**config.mk**
```make
export PLATFORM = sky130hd
export DESIGN_NAME = vedic_mult
export DESIGN_NICKNAME = d
export VERILOG_FILES = /design/src/rtl/vm_pkg.sv /design/src/rtl/vm_cell2.sv /design/src/rtl/vm_recombine.sv /design/src/rtl/vm_node.sv /design/src/rtl/vm_outstage.sv /design/src/rtl/vedic_mult.sv
export SDC_FILE = /design/constraint.sdc
export NUM_CORES = 1
export LEC_CHECK = 0
export CORE_AREA = 2 2 103 105
export CTS_BUF_LIST = sky130_fd_sc_hd__clkbuf_16
export DETAILED_ROUTE_END_ITERATION = 12
export DIE_AREA = 0 0 105 107
export GPL_ROUTABILITY_DRIVEN = 0
export MAX_ROUTING_LAYER = met4
export PLACE_DENSITY = 0.66
export SYNTH_ARGS = -nofsm -noshare
export SYNTH_HDL_FRONTEND = slang
export SYNTH_HIERARCHICAL = 1
export SYNTH_SLANG_ARGS = --single-unit
export TNS_END_PERCENT = 5
```
**constraint.sdc**
```tcl
create_clock -name clk -period 4.61 [get_ports clk]
set_clock_uncertainty 0.05 [all_clocks]
set_input_delay 0.922 -clock clk [delete_from_list [all_inputs] [get_ports clk]]
set_output_delay 0.922 -clock clk [all_outputs]
set_load 0.005 [all_outputs]
```
**src/rtl/vm_pkg.sv**
```systemverilog
package vm_pkg;
  localparam int unsigned VM_MIN_W = 2;
  localparam int unsigned VM_MAX_W = 32;

  function automatic int unsigned vm_prod_w(input int unsigned n);
    return 2 * n;
  endfunction

  function automatic bit vm_width_ok(input int unsigned n);
    return (n >= VM_MIN_W) && (n <= VM_MAX_W) && ((n & (n - 1)) == 0);
  endfunction
endpackage

```
**src/rtl/vm_cell2.sv**
```systemverilog
module vm_cell2 (
  input  logic [1:0] a,
  input  logic [1:0] b,
  output logic [3:0] s
);
  logic       t_ll, t_lh, t_hl, t_hh;
  logic [1:0] cross_sum;
  logic [1:0] upper;

  // vertical and crosswise single-bit terms
  assign t_ll = a[0] & b[0];
  assign t_lh = a[0] & b[1];
  assign t_hl = a[1] & b[0];
  assign t_hh = a[1] & b[1];

  assign cross_sum = {1'b0, t_lh} + {1'b0, t_hl};
  assign upper     = {1'b0, t_hh} + {1'b0, cross_sum[1]};

  assign s = {upper, cross_sum[0], t_ll};
endmodule

```
**src/rtl/vm_recombine.sv**
```systemverilog
module vm_recombine #(
  parameter int unsigned W = 4
) (
  input  logic [W-1:0]   pp_ll,
  input  logic [W-1:0]   pp_lh,
  input  logic [W-1:0]   pp_hl,
  input  logic [W-1:0]   pp_hh,
  output logic [2*W-1:0] p
);
  localparam int unsigned H = W / 2;

  logic [W:0]     mid;
  logic [2*W-1:0] outer;
  logic [2*W-1:0] mid_shifted;

  // cross terms keep their carry in the extra bit
  assign mid         = {1'b0, pp_lh} + {1'b0, pp_hl};
  // high and low terms never overlap, so they simply concatenate
  assign outer       = {pp_hh, pp_ll};
  assign mid_shifted = {{(H - 1){1'b0}}, mid, {H{1'b0}}};
  assign p           = outer + mid_shifted;
endmodule

```
**src/rtl/vm_node.sv**
```systemverilog
module vm_node #(
  parameter int unsigned W = 8
) (
  input  logic [W-1:0]   a,
  input  logic [W-1:0]   b,
  output logic [2*W-1:0] p
);
  localparam int unsigned H = W / 2;

  generate
    if (W == 2) begin : g_leaf
      vm_cell2 u_cell (.a(a), .b(b), .s(p));
    end else begin : g_split
      logic [W-1:0] pp_ll, pp_lh, pp_hl, pp_hh;

      vm_node #(.W(H)) u_ll (.a(a[H-1:0]), .b(b[H-1:0]), .p(pp_ll));
      vm_node #(.W(H)) u_lh (.a(a[H-1:0]), .b(b[W-1:H]), .p(pp_lh));
      vm_node #(.W(H)) u_hl (.a(a[W-1:H]), .b(b[H-1:0]), .p(pp_hl));
      vm_node #(.W(H)) u_hh (.a(a[W-1:H]), .b(b[W-1:H]), .p(pp_hh));

      vm_recombine #(.W(W)) u_sum (
        .pp_ll(pp_ll), .pp_lh(pp_lh), .pp_hl(pp_hl), .pp_hh(pp_hh), .p(p)
      );
    end
  endgenerate
endmodule

```
**src/rtl/vm_outstage.sv**
```systemverilog
module vm_outstage #(
  parameter int unsigned W   = 16,
  parameter bit          REG = 1'b1
) (
  input  logic         clk,
  input  logic         rst,
  input  logic [W-1:0] d,
  output logic [W-1:0] q
);
  generate
    if (REG) begin : g_reg
      always_ff @(posedge clk) begin
        if (rst) q <= '0;
        else     q <= d;
      end
    end else begin : g_wire
      assign q = d;
    end
  endgenerate
endmodule

```
**src/rtl/vedic_mult.sv**
```systemverilog
module vedic_mult #(
  parameter int unsigned N       = 8,
  parameter bit          REG_OUT = 1'b1
) (
  input  logic                         clk,
  input  logic                         rst,
  input  logic [N-1:0]                 op_x,
  input  logic [N-1:0]                 op_y,
  output logic [vm_pkg::vm_prod_w(N)-1:0] prod
);
  localparam int unsigned PW = vm_pkg::vm_prod_w(N);
  localparam bit          CFG_OK = vm_pkg::vm_width_ok(N);

  logic [PW-1:0] tree_p;

  generate
    if (CFG_OK) begin : g_tree
      vm_node #(.W(N)) u_root (.a(op_x), .b(op_y), .p(tree_p));
    end else begin : g_bad_cfg
      assign tree_p = '0;
    end
  endgenerate

  vm_outstage #(.W(PW), .REG(REG_OUT)) u_out (
    .clk(clk), .rst(rst), .d(tree_p), .q(prod)
  );
endmodule

```
=== Word level (Yosys, flattened, before mapping) ===
Cells that the tools add are included.

* Add/subtract/negate cells: 42
* Bitwise gates (word level): 64

{| class="wikitable"
|+ Operator list
! cell !! number
|-
| adder 1 x 1 -> 2 bit || 32
|-
| bitwise AND 1 bit || 64
|-
| adder 8 x 7 -> 8 bit || 4
|-
| adder 4 x 4 -> 5 bit || 4
|-
| adder 16 x 13 -> 16 bit || 1
|-
| adder 8 x 8 -> 9 bit || 1
|}

* Register bits after elaboration: 16
* Input port bits: 18
* Output and inout bits: 16
* Logic and storage cells: 107

=== Longest topological paths before layout ===
Gate-level depths: netlist of run 1.

* Depth in word-level cells: 7
* Gate-level depth with buffers: 21

=== Hierarchy ===
Netlist of run 1, hierarchy kept.

{| class="wikitable"
|+ By module, submodules not included
! module !! instances !! cells an instance !! area each (um^2) !! seq. area each (um^2)
|-
| vm_recombine at g_tree.u_root.g_split.u_hh.g_split.u_sum ... || 4 || 36 || 326.6 || 0.0
|-
| vm_cell2 || 16 || 7 || 57.6 || 0.0
|-
| vm_recombine at g_tree.u_root.g_split.u_sum || 1 || 99 || 792.0 || 0.0
|-
| vm_outstage || 1 || 33 || 464.2 || 320.3
|}

=== Worst setup path before layout of run 1 ===
OpenSTA, ideal clock, no wires.

* Kind: input to register
* Start point: input port op_x[0]
* End point: register u_out.q[14]
* Setup time: 0.114 ns
* Arrival: 4.707 ns
* Data required time: 4.446 ns
* Slack: -0.261 ns
* Stages: 19
* Path through: and2_1 > ha_1 > fa_1 > inv_1 > fa_1 > xnor2_1 > ha_1 > nand3_1 > o211ai_1 > nor4_1 > nor3_1 > xor2_1 > ha_1 > a21oi_1 > o21ai_0 > and3_1 > o21ai_2 > xnor2_1 > nor2b_1

* Elaborated cells on any way between the ends: 22

{| class="wikitable"
|+ RTL lines
! what !! RTL line !! RTL
|-
| from (decl) || vedic_mult.sv:7 || <nowiki>input logic [N-1:0] op_x,</nowiki>
|-
| bitwise AND 1 bit || vm_cell2.sv:12 || <nowiki>assign t_lh = a[0] & b[1];</nowiki>
|-
| adder 1 x 1 -> 2 bit || vm_cell2.sv:16 || <nowiki>assign cross_sum = {1'b0, t_lh} + {1'b0, t_hl};</nowiki>
|-
| via g_tree.u_root.g_split.u_lh.g_split.pp_lh[1] || vm_node.sv:14 || <nowiki>logic [W-1:0] pp_ll, pp_lh, pp_hl, pp_hh;</nowiki>
|-
| adder 4 x 4 -> 5 bit || vm_recombine.sv:17 || <nowiki>assign mid = {1'b0, pp_lh} + {1'b0, pp_hl};</nowiki>
|-
| adder 8 x 7 -> 8 bit || vm_recombine.sv:21 || <nowiki>assign p = outer + mid_shifted;</nowiki>
|-
| via g_tree.u_root.g_split.pp_lh[4] || vm_node.sv:14 ||
|-
| adder 8 x 8 -> 9 bit || vm_recombine.sv:17 ||
|-
| adder 16 x 13 -> 16 bit || vm_recombine.sv:21 ||
|-
| via tree_p[14] || vedic_mult.sv:14 || <nowiki>logic [PW-1:0] tree_p;</nowiki>
|-
| to (signal assigned) || vm_outstage.sv:13 || <nowiki>if (rst) q <= '0;</nowiki>
|-
| to (signal assigned) || vm_outstage.sv:14 || <nowiki>else q <= d;</nowiki>
|-
| to (decl) || vm_outstage.sv:8 || <nowiki>output logic [W-1:0] q</nowiki>
|}

The timed path passes the listed nets, and every way through them passes these cells.
A chain may end at the register's enable or synchronous reset.

=== Worst setup path after layout of run 1 ===
* Start point: input port op_x[6]
* End point: register u_out.q[13]

* Elaborated cells on any way between the ends: 21

{| class="wikitable"
|+ RTL lines
! what !! RTL line
|-
| bitwise AND 1 bit || vm_cell2.sv:12
|-
| adder 1 x 1 -> 2 bit || vm_cell2.sv:16
|-
| via g_tree.u_root.g_split.u_hl.g_split.pp_hl[1] || vm_node.sv:14
|-
| adder 4 x 4 -> 5 bit || vm_recombine.sv:17
|-
| adder 8 x 7 -> 8 bit || vm_recombine.sv:21
|-
| via g_tree.u_root.g_split.pp_hl[3] || vm_node.sv:14
|-
| adder 8 x 8 -> 9 bit || vm_recombine.sv:17
|-
| adder 16 x 13 -> 16 bit || vm_recombine.sv:21
|-
| via tree_p[13] || vedic_mult.sv:14
|}

The timed path passes the listed nets, and every way through them passes these cells.

==> implementation parameters, run 1 <==
Parameter                              Value

Run status
  Status    finished with violations
  Violations in the final reports    setup timing

Layout
  Fraction of layout cells with a size suffix above 1    0.377
  Area delta synth->final    32.7%
  Area of combinational cells with multiple inputs    3250 um2
  Max FFs per register    16
  Filler Cells Inserted    975
  Final layout net count    564
  Most frequent cells in the layout    ha_1 (64), buf_4 (54), and2_1 (52)
  Largest registers    u_out/q: 16 flops
  Final design area excluding fillers    4620 um2
  N_diodes    0
  Largest register by flop count    u_out/q
  Most common cell after layout, fill and taps aside    ha_1
  Flip-flop and latch area    320 um2

Synthesis
  Net count of the mapped netlist    slightly above 500
  Top cells by area, synth    ha_1 (31%), and2_1 (11%), dfxtp_1 (9.2%)
  #FFs+latches synth    16
  Yosys warnings    6
  Number of distinct library cells after synthesis    34
  Area fraction of the dominant cell type after synthesis    0.313
  Seq/Total Area, Yosys    0.0920
  Post-synthesis cell area    3480 um2
  Cell taking the most area after synthesis    ha_1
  Post-synthesis area per instance    between 8 and 9 um2
  Post-Syn Instances    around 390

Setup path
  Series of cell instances along the critical path    buf_4 > and2_4 > ha_4 > fa_2 > inv_2 > fa_2 > inv_2 > ha_4 > nand3_1 > o211ai_1 > buf_4 > buf_4 > nor2_1 > xnor2_1 > ha_1 > o21ai_1 > nand2b_1 > a41oi_2 > buf_4 > xnor2_1 > and2b_2
  Worst setup EP type    register
  Crit-path slowest cell    fa_2
  Worst setup path startpoint    op_x[6]
  Critical setup path kind    input port to register
  Type of origin of the critical path    input port
  Worst Path Arrival    4820 ps
  CP most frequent cell    buf_4
  Required @ worst endpoint    4690 ps
  Critical Path Max Stage Delay    550 ps
  Highest fanout seen on the critical path    5
  Capturing element of the worst setup path    u_out/q[13]

CTS
  Root buf cell    clkbuf_16
  Number of sinks on the clock net    16
  Hold buffers post-CTS    0
  Maximum level of the CTS H-tree    1
  Clock transition at the register clock pins on the worst setup and hold paths after CTS    50 ps
  Number of buffers created by CTS    3
  Longest Clk Path Bufs    2
  Clock tree from TritonCTS    built

Floorplan
  Std-Cell Core Area    10100 um2
  Full die area    ~11000 um2
  Vertical die dimension    107 um
  Width of the chip    approximately 110 um
  Initial Util    0.345
  Placement Rows    37
  Top Ports    34

STA
  Peak Freq    211 MHz
  RSZ-0062 raised after global routing    yes
  Max-slew violation total from the final report    0
  Time the final worst path needs with I/O delays and setup    4740 ps
  Total Neg Setup Slack    -455 ps
  Setup WS post-layout    -127 ps
  Count of final hold-check violations    0
  Actual slew at the worst max-slew pin    568 ps
  Final setup violation count    4
  Max transition margin    0.620
  Period utilization    1.03

Worst hold path
  Class of the tightest hold or removal check    input port to register

GRT
  Grt met3 use    0.00790
  First-pass GRT wire length    between 10000 and 15000 um
  Met1 Use GR    0.153
  Overall Global Routing Usage    0.137
  Via count of the first global-routing pass    2865
  Remaining global-route overflow    0
  GRT Max-Usage Layer    met2
  Fraction of met2 tracks used by global routing    0.260
  Pin count of the biggest net entering global routing    17
  Number of antenna violations at the first check in global routing    0

Route
  Total wire length after detailed routing    around 7300 um
  Vias post-DR    approximately 2700
  Pre-antenna DRT Iters    4
  Avg Vias per Cell    roughly 4.7
  Initial detailed-routing violation count    36
  DRC violation count after routing    0
  Post-detailed-route wirelength per cell    12.6 um
  Post-detailed-route count of antenna-violating nets    0

Pwr
  Total leakage power    2.31 nW
  Maximum ir drop on the vdd rail    0.392 mV
  PD cells    390 nW/um2

Run
  Number of maximum-capacitance constraint violations    0

Placed design
  Post-Place Setup Slack    -885 ps
  Port-buffer cells    33
  Placed inst area    between 4000 and 5000 um2
  HPWL after detailed placement    6230 um
-- cells by family (layout without fill, tap and decap cells) --
group | count (synthesis) | after routing | share of synthesized area
xor gates and xnor gates | 39 | 39 | 0.0981
DFF | 16 | 16 | 0.0920
buffers and inverters | 55 | 115 | 0.0916
AOI/OAI and AO/OA | 76 | 76 | 0.162
adders and majority gates | 97 | 97 | 0.370
and+or+nand+nor | 105 | 105 | 0.186
-- report_power, final --
group | total, mW | internal, mW | switching, mW
combinational | 1.45 | 0.816 | 0.636
sequential | 0.192 | 0.183 | 0.00899
clock | 0.159 | 0.114 | 0.0448
total | 1.80 | 1.11 | 0.690
-- timing repair --
action	4_1_cts	5_1_grt
endpoints found under the setup margin	8	5
pin swaps	30	25
resized for setup	89	24
setup buffers	4	2
-- layout make-up --
type	count	share of cell area
multi-input cells	317	0.703
repair buffers	85	0.153
flip-flops and latches	16	0.0693
clock inverters	1	0.000812
clock buffers	3	0.0162
well taps	136	0.0368
inverters	26	0.0211
-- worst min path at each step --
stage,start,to,cells past startpoint
after global placement,u_out/q[1],prod[1],1
final,op_y[0],u_out/q[0],3
after detailed placement,u_out/q[11],prod[11],1
after CTS,op_y[0],u_out/q[0],3
after floorplan,rst,u_out/q[0],1
after global routing,op_y[0],u_out/q[0],3
-- worst max-delay path, delay by kind of cell --
kind / cells / cell delay (ps)
AO/OA/AOI/OAI: 3 / 650
adder cells (fa/ha/maj): 5 / 1890
buffers and inverters: 6 / 610
AND/OR/NAND/NOR: 5 / 560
XOR/XNOR: 2 / 170
-- per-stage QoR --
step	util	total power, mW	hold slack, ps	instances
floorplan	-	1.08	1080	388
global placement	0.430	1.48	1570	574
detailed placement	0.430	1.49	1570	574
CTS	0.442	1.71	1080	582
global route	0.458	1.98	1090	584
finish	0.458	1.80	1090	584
-- Yosys cell counts, drive strengths merged --
library cell	n
nor2b	11
and2b	6
nand3	2
fa	10
o21ai	10
or3	1
a41oi	1
a211oi	8
inv	26
nor2	8
buf	29
nor3	4
and2	64
nand2	6
nand2b	1
ha	87
dfxtp	16
and3	1
nor4	1
xnor2	29
a21o	23
a21oi	24
o21bai	6
xor2	10
o211ai	4
-- routing by layer --
layer  vias up  part of all wire
met5         -                 0
met4         0             0.037
met3        16             0.028
met2        44              0.51
met1      1243              0.43
li1       1425                 -
Note: power is estimated with default switching activity, not from simulation.
==> run 2: changes to the inputs <==
- SLEW_MARGIN: not set -> 5
==> results of run 2 <==
No change in the layout: final DEF, timing and power equal those of run 1.
